**src/rtl/sft_pkg.sv**
```systemverilog
package sft_pkg;

    typedef enum logic [2:0] {
        ST_IDLE     = 3'd0,
        ST_SETUP    = 3'd1,
        ST_LVL_REST = 3'd2,
        ST_LVL_ACT  = 3'd3,
        ST_HOLD     = 3'd4,
        ST_GAP      = 3'd5
    } sft_state_e;

    typedef struct packed {
        logic cpol;
        logic cpha;
        logic cs_high;
        logic samp_alt;
        logic tx_msb;
        logic rx_msb;
    } sft_flags_t;

endpackage

```
**src/rtl/sft_cfg_capture.sv**
```systemverilog
module sft_cfg_capture
    import sft_pkg::*;
#(
    parameter int CNT_W  = 16,
    parameter int GAP_W  = 8,
    parameter int BITS_W = 8,
    parameter int DLY_W  = 3
) (
    input  logic              clk,
    input  logic              rst_n,
    input  logic              load,
    input  logic [BITS_W-1:0] nbits_d,
    input  logic [CNT_W-1:0]  hi_d,
    input  logic [CNT_W-1:0]  lo_d,
    input  logic [CNT_W-1:0]  hold_d,
    input  logic [GAP_W-1:0]  gap_d,
    input  logic [DLY_W-1:0]  dly_d,
    input  sft_flags_t        flags_d,
    output logic [BITS_W-1:0] nbits_q,
    output logic [CNT_W-1:0]  hi_q,
    output logic [CNT_W-1:0]  lo_q,
    output logic [CNT_W-1:0]  hold_q,
    output logic [GAP_W-1:0]  gap_q,
    output logic [DLY_W-1:0]  dly_q,
    output sft_flags_t        flags_q
);

    always_ff @(posedge clk or negedge rst_n) begin
        if (!rst_n) begin
            nbits_q <= '0;
            hi_q    <= '0;
            lo_q    <= '0;
            hold_q  <= '0;
            gap_q   <= '0;
            dly_q   <= '0;
            flags_q <= '0;
        end else if (load) begin
            nbits_q <= nbits_d;
            hi_q    <= hi_d;
            lo_q    <= lo_d;
            hold_q  <= hold_d;
            gap_q   <= gap_d;
            dly_q   <= dly_d;
            flags_q <= flags_d;
        end
    end

endmodule

```
**src/rtl/sft_down_counter.sv**
```systemverilog
module sft_down_counter #(
    parameter int W = 16
) (
    input  logic         clk,
    input  logic         rst_n,
    input  logic         load,
    input  logic [W-1:0] load_val,
    input  logic         dec,
    output logic [W-1:0] cnt
);

    always_ff @(posedge clk or negedge rst_n) begin
        if (!rst_n) begin
            cnt <= '0;
        end else if (load) begin
            cnt <= load_val;
        end else if (dec && (cnt != '0)) begin
            cnt <= cnt - 1'b1;
        end
    end

endmodule

```
**src/rtl/sft_sample_delay.sv**
```systemverilog
module sft_sample_delay #(
    parameter int DLY_W = 3
) (
    input  logic             clk,
    input  logic             rst_n,
    input  logic             strobe_in,
    input  logic [DLY_W-1:0] sel,
    output logic             strobe_out
);

    localparam int TAPS = 1 << DLY_W;

    logic [TAPS-1:1] line_q;

    always_ff @(posedge clk or negedge rst_n) begin
        if (!rst_n) begin
            line_q <= '0;
        end else begin
            line_q[1] <= strobe_in;
            for (int k = 2; k < TAPS; k++) begin
                line_q[k] <= line_q[k-1];
            end
        end
    end

    always_comb begin
        if (sel == '0) begin
            strobe_out = strobe_in;
        end else begin
            strobe_out = line_q[sel];
        end
    end

endmodule

```
**src/rtl/sck_frame_timer.sv**
```systemverilog
module sck_frame_timer
    import sft_pkg::*;
#(
    parameter int CNT_W  = 16,
    parameter int GAP_W  = 8,
    parameter int BITS_W = 8,
    parameter int DLY_W  = 3
) (
    input  logic              clk,
    input  logic              rst_n,
    input  logic              start,
    input  logic [BITS_W-1:0] nbits_m1,
    input  logic [CNT_W-1:0]  sck_hi_m1,
    input  logic [CNT_W-1:0]  sck_lo_m1,
    input  logic [CNT_W-1:0]  cs_setup_m1,
    input  logic [CNT_W-1:0]  cs_hold_m1,
    input  logic [GAP_W-1:0]  cs_gap_m1,
    input  logic              cpol,
    input  logic              cpha,
    input  logic              cs_act_high,
    input  logic              samp_alt,
    input  logic [DLY_W-1:0]  samp_dly,
    input  logic              tx_msb_first,
    input  logic              rx_msb_first,
    output logic              sck,
    output logic              cs_pin,
    output logic              launch_stb,
    output logic              sample_stb,
    output logic              busy,
    output logic              done,
    output logic              tx_msb_q,
    output logic              rx_msb_q
);

    sft_state_e state_q, state_d;
    logic       first_q;
    logic       done_q, done_d;

    logic              cap_load;
    sft_flags_t        flags_in, flags_q;
    logic [BITS_W-1:0] nbits_q;
    logic [CNT_W-1:0]  hi_q, lo_q, hold_q;
    logic [GAP_W-1:0]  gap_q;
    logic [DLY_W-1:0]  dly_q;

    logic              ph_load;
    logic [CNT_W-1:0]  ph_val, ph_cnt;
    logic              ph_zero;
    logic              bit_load, bit_dec;
    logic [BITS_W-1:0] bit_cnt;
    logic              bit_zero;

    logic [CNT_W-1:0]  rest_cnt, act_cnt;
    logic              cs_on, cpol_q;
    logic              lead_evt, trail_evt, bit_start, samp_raw;

    // configuration capture
    assign cap_load = (state_q == ST_IDLE) && start;

    always_comb begin
        flags_in.cpol     = cpol;
        flags_in.cpha     = cpha;
        flags_in.cs_high  = cs_act_high;
        flags_in.samp_alt = samp_alt;
        flags_in.tx_msb   = tx_msb_first;
        flags_in.rx_msb   = rx_msb_first;
    end

    sft_cfg_capture #(
        .CNT_W (CNT_W),
        .GAP_W (GAP_W),
        .BITS_W(BITS_W),
        .DLY_W (DLY_W)
    ) u_cap (
        .clk    (clk),
        .rst_n  (rst_n),
        .load   (cap_load),
        .nbits_d(nbits_m1),
        .hi_d   (sck_hi_m1),
        .lo_d   (sck_lo_m1),
        .hold_d (cs_hold_m1),
        .gap_d  (cs_gap_m1),
        .dly_d  (samp_dly),
        .flags_d(flags_in),
        .nbits_q(nbits_q),
        .hi_q   (hi_q),
        .lo_q   (lo_q),
        .hold_q (hold_q),
        .gap_q  (gap_q),
        .dly_q  (dly_q),
        .flags_q(flags_q)
    );

    // phase and bit counters
    sft_down_counter #(.W(CNT_W)) u_phase (
        .clk     (clk),
        .rst_n   (rst_n),
        .load    (ph_load),
        .load_val(ph_val),
        .dec     (!ph_load),
        .cnt     (ph_cnt)
    );

    sft_down_counter #(.W(BITS_W)) u_bits (
        .clk     (clk),
        .rst_n   (rst_n),
        .load    (bit_load),
        .load_val(nbits_q),
        .dec     (bit_dec),
        .cnt     (bit_cnt)
    );

    assign ph_zero  = (ph_cnt == '0);
    assign bit_zero = (bit_cnt == '0);
    assign cpol_q   = flags_q.cpol;
    assign rest_cnt = flags_q.cpol ? hi_q : lo_q;
    assign act_cnt  = flags_q.cpol ? lo_q : hi_q;

    // next-state logic
    always_comb begin
        state_d  = state_q;
        ph_load  = 1'b0;
        ph_val   = '0;
        bit_load = 1'b0;
        bit_dec  = 1'b0;
        done_d   = 1'b0;
        unique case (state_q)
            ST_IDLE: begin
                if (start) begin
                    state_d = ST_SETUP;
                    ph_load = 1'b1;
                    ph_val  = cs_setup_m1;
                end
            end
            ST_SETUP: begin
                if (ph_zero) begin
                    state_d  = ST_LVL_REST;
                    ph_load  = 1'b1;
                    ph_val   = rest_cnt;
                    bit_load = 1'b1;
                end
            end
            ST_LVL_REST: begin
                if (ph_zero) begin
                    state_d = ST_LVL_ACT;
                    ph_load = 1'b1;
                    ph_val  = act_cnt;
                end
            end
            ST_LVL_ACT: begin
                if (ph_zero) begin
                    ph_load = 1'b1;
                    if (bit_zero) begin
                        state_d = ST_HOLD;
                        ph_val  = hold_q;
                    end else begin
                        state_d = ST_LVL_REST;
                        ph_val  = rest_cnt;
                        bit_dec = 1'b1;
                    end
                end
            end
            ST_HOLD: begin
                if (ph_zero) begin
                    state_d = ST_GAP;
                    ph_load = 1'b1;
                    ph_val  = CNT_W'(gap_q);
                end
            end
            ST_GAP: begin
                if (ph_zero) begin
                    state_d = ST_IDLE;
                    done_d  = 1'b1;
                end
            end
            default: begin
                state_d = ST_IDLE;
            end
        endcase
    end

    // state register
    always_ff @(posedge clk or negedge rst_n) begin
        if (!rst_n) begin
            state_q <= ST_IDLE;
            first_q <= 1'b0;
            done_q  <= 1'b0;
        end else begin
            state_q <= state_d;
            first_q <= (state_d != state_q);
            done_q  <= done_d;
        end
    end

    // outputs
    always_comb begin
        cs_on     = (state_q == ST_SETUP) || (state_q == ST_LVL_REST) ||
                    (state_q == ST_LVL_ACT) || (state_q == ST_HOLD);
        sck       = (state_q == ST_LVL_ACT) ? ~flags_q.cpol : flags_q.cpol;
        cs_pin    = cs_on ? flags_q.cs_high : ~flags_q.cs_high;
        bit_start = first_q && (state_q == ST_LVL_REST);
        lead_evt  = first_q && (state_q == ST_LVL_ACT);
        trail_evt = first_q && (((state_q == ST_LVL_REST) && (bit_cnt != nbits_q)) ||
                                (state_q == ST_HOLD));
        launch_stb = flags_q.cpha ? lead_evt : bit_start;
        samp_raw   = (flags_q.cpha == flags_q.samp_alt) ? lead_evt : trail_evt;
        busy       = (state_q != ST_IDLE);
        done       = done_q;
        tx_msb_q   = flags_q.tx_msb;
        rx_msb_q   = flags_q.rx_msb;
    end

    sft_sample_delay #(.DLY_W(DLY_W)) u_sdly (
        .clk       (clk),
        .rst_n     (rst_n),
        .strobe_in (samp_raw),
        .sel       (dly_q),
        .strobe_out(sample_stb)
    );

endmodule

```
**config.mk**
```make
export PLATFORM = sky130hd
export DESIGN_NAME = sck_frame_timer
export DESIGN_NICKNAME = d
export VERILOG_FILES = /design/src/rtl/sft_pkg.sv /design/src/rtl/sft_cfg_capture.sv /design/src/rtl/sft_down_counter.sv /design/src/rtl/sft_sample_delay.sv /design/src/rtl/sck_frame_timer.sv
export SDC_FILE = /design/constraint.sdc
export NUM_CORES = 1
export LEC_CHECK = 0
export ABC_AREA = 1
export BUFFER_PORTS_ARGS = -buffer_cell sky130_fd_sc_hd__buf_2
export CAP_MARGIN = 20
export CORE_MARGIN = 2
export CORE_UTILIZATION = 30
export CTS_CLUSTER_DIAMETER = 80
export DETAILED_ROUTE_END_ITERATION = 16
export PLACE_DENSITY = 0.58
export SLEW_MARGIN = 0
export SYNTH_ARGS = -nofsm -noshare
export SYNTH_HDL_FRONTEND = slang
export SYNTH_SLANG_ARGS = --single-unit
```
**constraint.sdc**
```tcl
create_clock -name clk -period 1.7 [get_ports clk]
set_input_delay 0.085 -clock clk [delete_from_list [all_inputs] [get_ports clk]]
set_output_delay 0.085 -clock clk [all_outputs]
set_load 0.005 [all_outputs]
```
==> impl_metrics.ini, run 1 <==
[yosys]
mappedNetlistArea_um2 = 6280
synth-seq-cells = 109
synthCells = 864
synth_top_area_frac = 0.434
yosysWarnings = 0
synth_top_cells_by_count = 324 x nand2_1, 109 x dfrtp_1, 78 x inv_1, 75 x o21ai_0, 74 x nor2_1
synth_area_leaders = dfrtp_1 43%, nand2_1 19%, o21ai_0 6.0%
syn_nets = 959
ys.flop_type = dfrtp_1
synth_top_area_cell = dfrtp_1
avgSynthCellArea_um2 = 7.27
synth-seq-area-share = 0.434
synth_edf_count = 0
synth_cell_types = 34
yosysMostFrequentCell = nand2_1
synthArstFlopShare = 1.00

[worst_setup_path]
cpPeakStageDelay_ns = 0.42
slowest_stage = dfrtp_1
cp_top_family = flip-flops
crit_fanout = 3
critPathKind = reg2out
cp.buffers_inverters = 3
cp-end-kind = output port
crit_start = u_cap.flags_q[2]
required_ns = 1.62
reg2reg_slack_ns = -0.04
crit_chain = xnor2_2 -> inv_2 -> o21ai_2 -> inv_1 -> nand3_2 -> nand2_1 -> buf_2
r2r_start = u_bits.cnt[1]
critPathArrivalTime_ns = 1.67
worstSetupStartpointType = register

[layout]
layout-drive-gt1-share = 0.272
post-route-util = 0.442
nets = 1195
fin_cells = 1375
diodes = 0
nFillCells = 2082
syn_to_final_growth_pct = 43.7
fin_area_um2 = 9030

[sta]
rsz0062_at_grt = true
fin_crit_sh = 1.03
worstMarginPinSlew_ns = 0.658
finalMaxSlewViolations = 0
period_needed_ns = 1.75
setup_viol = 5
max_clock_freq_ghz = 0.570
whs_ns = 0.0739
max_slew_margin = 0.561
fin_skew_ns = 0.0165
layout_setup_ws_ns = -0.0538
finalHoldViolCount = 0

[floorplanning]
die_y_um = 149
dieArea_um2 = 22100
start_util = 0.308
rows = 52
die_w_um = 149
core_area_um2 = 20400
boundaryPins = 100

[clocking]
cts_tree = yes
cts_root_buffer = clkbuf_16
numCtsBuffers = 9
clockBufferDepth = 2
clock_sinks = 109
htree_levels = 3
clk_pin_slew_ns = 0.08
clock_latency_ns = 0.37

[place]
post-place-cells = 1256
dpl_cell_area_um2 = 7420
post-place-ws_ns = -0.0519
dp.final_hpwl_um = 14300
io_buffers = 99
place_congestion = 0.880

[routing]
drc = 0
antenna_left = 0
first_pass_iters = 4
via_per_inst = 4.59
drt_iter0_markers = 421
drt-wirelength-per-cell_um = 14.5
drt_wl_total_um = 19900
via_count = 6313

[run]
drv_cap = 0

[global_routing]
grt_pass1_vias = 6405
groute.usage.overall = 0.187
grt_max_degree = 48
antenna_found_initial = 0
grt_pass1_wl_um = 32200
overflow = 0

[outcome]
outcome = finished, violations left
violations = negative setup slack

[power]
peakVddDrop_mv = 0.594
p_leak_nw = 4.48
p_per_area_nw_per_um2 = 1450

[hold_path]
min_from = cs_setup_m1[5]
min_path_type = in2reg
[power breakdown]
group | switching (mW) | internal, mW | leakage (nW) | total, mW
Combinational | 3.80 | 2.73 | 2.97 | 6.53
Sequential | 0.810 | 3.70 | 1.37 | 4.51
Clock | 1.02 | 1.05 | 0.136 | 2.07
Total | 5.62 | 7.49 | 4.48 | 13.1
[state kept, by name, summed over array words and instances (netlist names)]
register,flops
u_bits.cnt,8
first_q,1
state_q,3
u_cap.gap_q,8
done,1
u_cap.nbits_q,8
u_cap.dly_q,3
u_cap.hi_q,16
u_cap.lo_q,16
u_cap.hold_q,16
u_sdly.line_q,7
u_phase.cnt,16
u_cap.flags_q,6
[placed cells by master, fill, tap and decap left out, types with 9 or more instances in the layout]
cell type        n
dfrtp_1        106
nor2_1          64
nand3_1         53
nor2_2          12
o21ai_0         70
inv_1           68
buf_6           15
xor2_1          12
buf_2           98
nand3_2         10
nor2_4          10
a21oi_1         14
clkbuf_16        9
inv_2           12
nand2_1        308
buf_4           60
buf_12          11
dlygate4sd3_1   74
nand2_2         19
[logic make-up after synthesis]
family / count (synthesis) / share of synthesized area
AO/OA/AOI/OAI: 115 / 0.0993
XOR/XNOR: 17 / 0.0237
adder cells (fa/ha/maj): 3 / 0.00597
buffers and inverters: 116 / 0.0854
flip-flops: 109 / 0.434
AND/OR/NAND/NOR: 504 / 0.352
[stage by stage]
stage / TNS (ns) / power (mW)
after floorplan: 0 / 8.15
after global placement: -0.211 / 10.1
after detailed placement: -0.396 / 10.1
after CTS: -0.0372 / 12.7
after global routing: -2.15 / 14.2
final: -0.145 / 13.1
[worst paths after layout]
| check | to | cells past startpoint |
|---|---|---|
| max in group asynchronous | u_cap.hold_q[0] | 3 |
| min reg2reg | u_sdly.line_q[4] | 0 |
| min in group asynchronous | u_cap.nbits_q[3] | 2 |
| max | sample_stb | 7 |
| max reg2reg | u_phase.cnt[15] | 12 |
| min | u_phase.cnt[5] | 5 |
[routing by layer]
metal	wire, µm	GRT usage	vias up
met3	857	0.0315	31
li1	-	-	3194
met5	0	0	-
met4	527	0.0686	0
met1	8940	0.243	2924
met2	9580	0.313	164
[area by class of cell]
cell class / instances / area, µm² / area share
clock inverter: 5 / 42.5 / 0.00471
sequential: 109 / 2730 / 0.303
tap: 270 / 338 / 0.0374
inverter: 82 / 315 / 0.0349
multi-input combinational: 639 / 3270 / 0.363
clock buffer: 11 / 243 / 0.0269
timing repair buffer: 259 / 2090 / 0.231
[tightest hold or removal path, stage by stage]
cell	delay, ns
buf_2	0.10
nand2_1	0.06
nand2_1	0.05
inv_1	0.06
a21oi_1	0.06
[timing repair]
action / 4_1_cts / 5_1_grt
gates resized for setup: 29 / 77
pin swaps: 11 / 19
hold buffers: 74 / 0
gates cloned: 1 / 1
hold endpoints to repair: 110 / 0
endpoints found under the setup margin: 24 / 60
setup buffers: 18 / 11
No activity file was read; power rests on OpenSTA's default activity.
==> run 2: changes to the inputs <==
Settings changed: ABC_AREA 1 to not set, PLACE_DENSITY 0.58 to 0.59.
==> run 2 against run 1 <==
The flow still finishes with violations (negative setup slack). First-iteration DRC count up 16%. Clock skew down 0.0040 ns. Largest power group is now registers. Largest cell class unchanged. Synthesized cell count down 24%. Highest routed layer unchanged.
==> impl_metrics.ini, run 2 <==
[layout]
syn_to_final_growth_pct = 65.9
fin_area_um2 = 9530
nets = 1049
final_common_cell = nand2_1
diodes = 0
layout-drive-gt1-share = 0.392
nFillCells = 1716
final_cell_mix = 208 x nand2_1, 106 x dfrtp_1, 99 x buf_4

[yosys]
synthArstFlopShare = 1.00
synth-seq-area-share = 0.475
synth_top_family_by_area = simple AND/OR/NAND/NOR gates
synth-xor-area-share = 0.0397
synthCells = 657
syn_nets = 752
yosysWarnings = 0
synth_top_cells_by_count = 243 x nand2_1, 109 x dfrtp_1, 29 x clkbuf_1, 27 x nor2_1, 25 x a21oi_1
synth.area.mux_share = 0.0377
synth_area_leaders = dfrtp_1 48%, nand2_1 16%, mux2i_1 2.8%
synth-seq-cells = 109
synth_compound_area_frac = 0.139
yosysMostFrequentCell = nand2_1
avgSynthCellArea_um2 = 8.74
synth_top_area_cell = dfrtp_1
ys.flop_type = dfrtp_1
synth_top_area_frac = 0.475
synth_edf_count = 0
synthSimpleGateAreaFrac = 0.266
mappedNetlistArea_um2 = 5740
synth_cell_types = 64
synth_fa_ha_area_frac = 0.00654

[worst_setup_path]
critPathArrivalTime_ns = 2.33
crit_chain = or4_4 -> nor4_4 -> buf_6 -> nand4_4 -> buf_8 -> mux2i_1 -> a21oi_1
slowest_stage = or4_4
cp_top_family = simple AND/OR/NAND/NOR gates
crit_fanout = 7
critPathKind = reg2reg
required_ns = 1.94
cpPeakStageDelay_ns = 0.56
worstSetupStartpointType = register
cp.buffers_inverters = 2
reg2reg_slack_ns = -0.39
cp-end-kind = register

[floorplanning]
die_w_um = 142
boundaryPins = 100
die_y_um = 142
core_area_um2 = 18800
dieArea_um2 = 20300
rows = 50
start_util = 0.306

[clocking]
clock_sinks = 109
clockBufferDepth = 2
clock_latency_ns = 0.36
clk_pin_slew_ns = 0.07
cts_root_buffer = clkbuf_16
numCtsBuffers = 9
cts_tree = yes
htree_levels = 3

[global_routing]
grt_max_degree = 54
grt_pass1_vias = 5656
grt_pass1_wl_um = 30400
use_met2 = 0.312
global_route.usage.met1 = 0.277
busiest_layer = met2
use_met3 = 0.0313
antenna_found_initial = 0
groute.usage.overall = 0.195
overflow = 0

[place]
io_buffers = 99
place_congestion = 0.897
dpl_cell_area_um2 = 7200
dp.final_hpwl_um = 13400

[sta]
rsz0062_at_grt = true
period_needed_ns = 2.09
finalHoldViolCount = 0
fin_crit_sh = 1.23
worstMarginPinSlew_ns = 0.495
setup_viol = 51
max_clock_freq_ghz = 0.479
layout_setup_ws_ns = -0.388
fin_skew_ns = 0.0125
max_slew_margin = 0.669
finalMaxSlewViolations = 0

[outcome]
violations = negative setup slack
outcome = finished, violations left

[routing]
via_per_inst = 4.90
drt-wirelength-per-cell_um = 17.2
antenna_left = 0
drt_wl_total_um = 20500
via_count = 5836
drc = 0
drt_iter0_markers = 488
first_pass_iters = 5

[power]
p_leak_nw = 4.66
finalPower_mw = 8.17
p_per_area_nw_per_um2 = 857
peakVddDrop_mv = 0.623

[hold_path]
min_path_type = in2reg

[run]
drv_cap = 0
==> run 2: cell count changes after synthesis, sizes merged, moves of 9 or more <==
cell,before,now
o21ai,80,22
nand2,336,243
nand3,67,13
nor4,0,9
a221oi,0,10
nor2,88,27
a2bb2oi,0,10
inv,82,7
clkbuf,6,29
buf,28,11
mux2i,0,16
==> run 2: layout make-up <==
class	count	area (µm²)	share of cell area
Clock buffer	11	243	0.0255
Clock inverter	3	68.8	0.00722
Inverter	7	26.3	0.00276
Multi-Input combinational cell	501	3380	0.355
Sequential cell	109	2730	0.287
Tap cell	234	293	0.0307
Timing Repair Buffer	326	2780	0.292
==> run 2: path summary, 6_finish.rpt <==
check | from | end | cells after the start
max in group asynchronous | rst_n | u_bits.cnt[3] | 3
min in group asynchronous | rst_n | u_sdly.line_q[2] | 2
worst min register to register | u_sdly.line_q[6] | u_sdly.line_q[7] | 0
worst max-delay path | u_phase.cnt[12] | u_bits.cnt[5] | 7
worst max register to register | u_phase.cnt[12] | u_bits.cnt[5] | 7
worst min-delay path | cs_setup_m1[5] | u_phase.cnt[5] | 3
==> run 2: repair_timing <==
item / CTS / global route
pin swaps: 18 / 51
gates cloned: 4 / 4
setup endpoints to repair: 105 / 106
buffers inserted: 31 / 20
hold endpoints to repair: 107 / 0
resized for setup: 80 / 102
hold buffers: 81 / 0
==> run 2: tightest hold or removal path: cells and delay by family <==
family | cells | cell delay, ns
buffers and inverters | 1 | 0.09
AOI/OAI and AO/OA | 2 | 0.15
==> run 2: per-stage QoR <==
stage | utilization | hold slack (ns) | TNS, ns | cells | setup WS [ns]
2_1_floorplan | - | -0.211 | -7.69 | 657 | -0.343
3_3_place_gp | 0.384 | 0.0584 | -16.72 | 1048 | -0.394
3_5_place_dp | 0.384 | 0.0618 | -17.41 | 1048 | -0.432
4_1_cts | 0.476 | 0.0267 | -10.25 | 1175 | -0.397
5_1_grt | 0.508 | 0.0229 | -13.24 | 1191 | -0.475
6_report | 0.508 | 0.0183 | -10.47 | 1191 | -0.388
==> run 2: report_power, final <==
group	total [mW]	switching [mW]	internal, mW
Combinational	2.47	1.17	1.30
Clock	2.30	0.975	1.32
Sequential	3.40	0.407	2.99
Total	8.17	2.55	5.62
==> run 2: kinds of logic (layout without fill, tap and decap cells) <==
| family | Yosys count | in the layout |
|---|---|---|
| DFF | 109 | 109 |
| adders and majority gates | 3 | 3 |
| and+or+nand+nor | 338 | 338 |
| muxes | 20 | 20 |
| buffers and inverters | 47 | 347 |
| xor gates and xnor gates | 26 | 26 |
| AOI/OAI and AO/OA | 114 | 114 |
==> run 2: routing by layer <==
| layer | vias to the layer above | wire, µm |
|---|---|---|
| met5 | - | 0 |
| met4 | 0 | 234 |
| met3 | 16 | 924 |
| met2 | 170 | 9720 |
| met1 | 2808 | 9590 |
| li1 | 2842 | - |
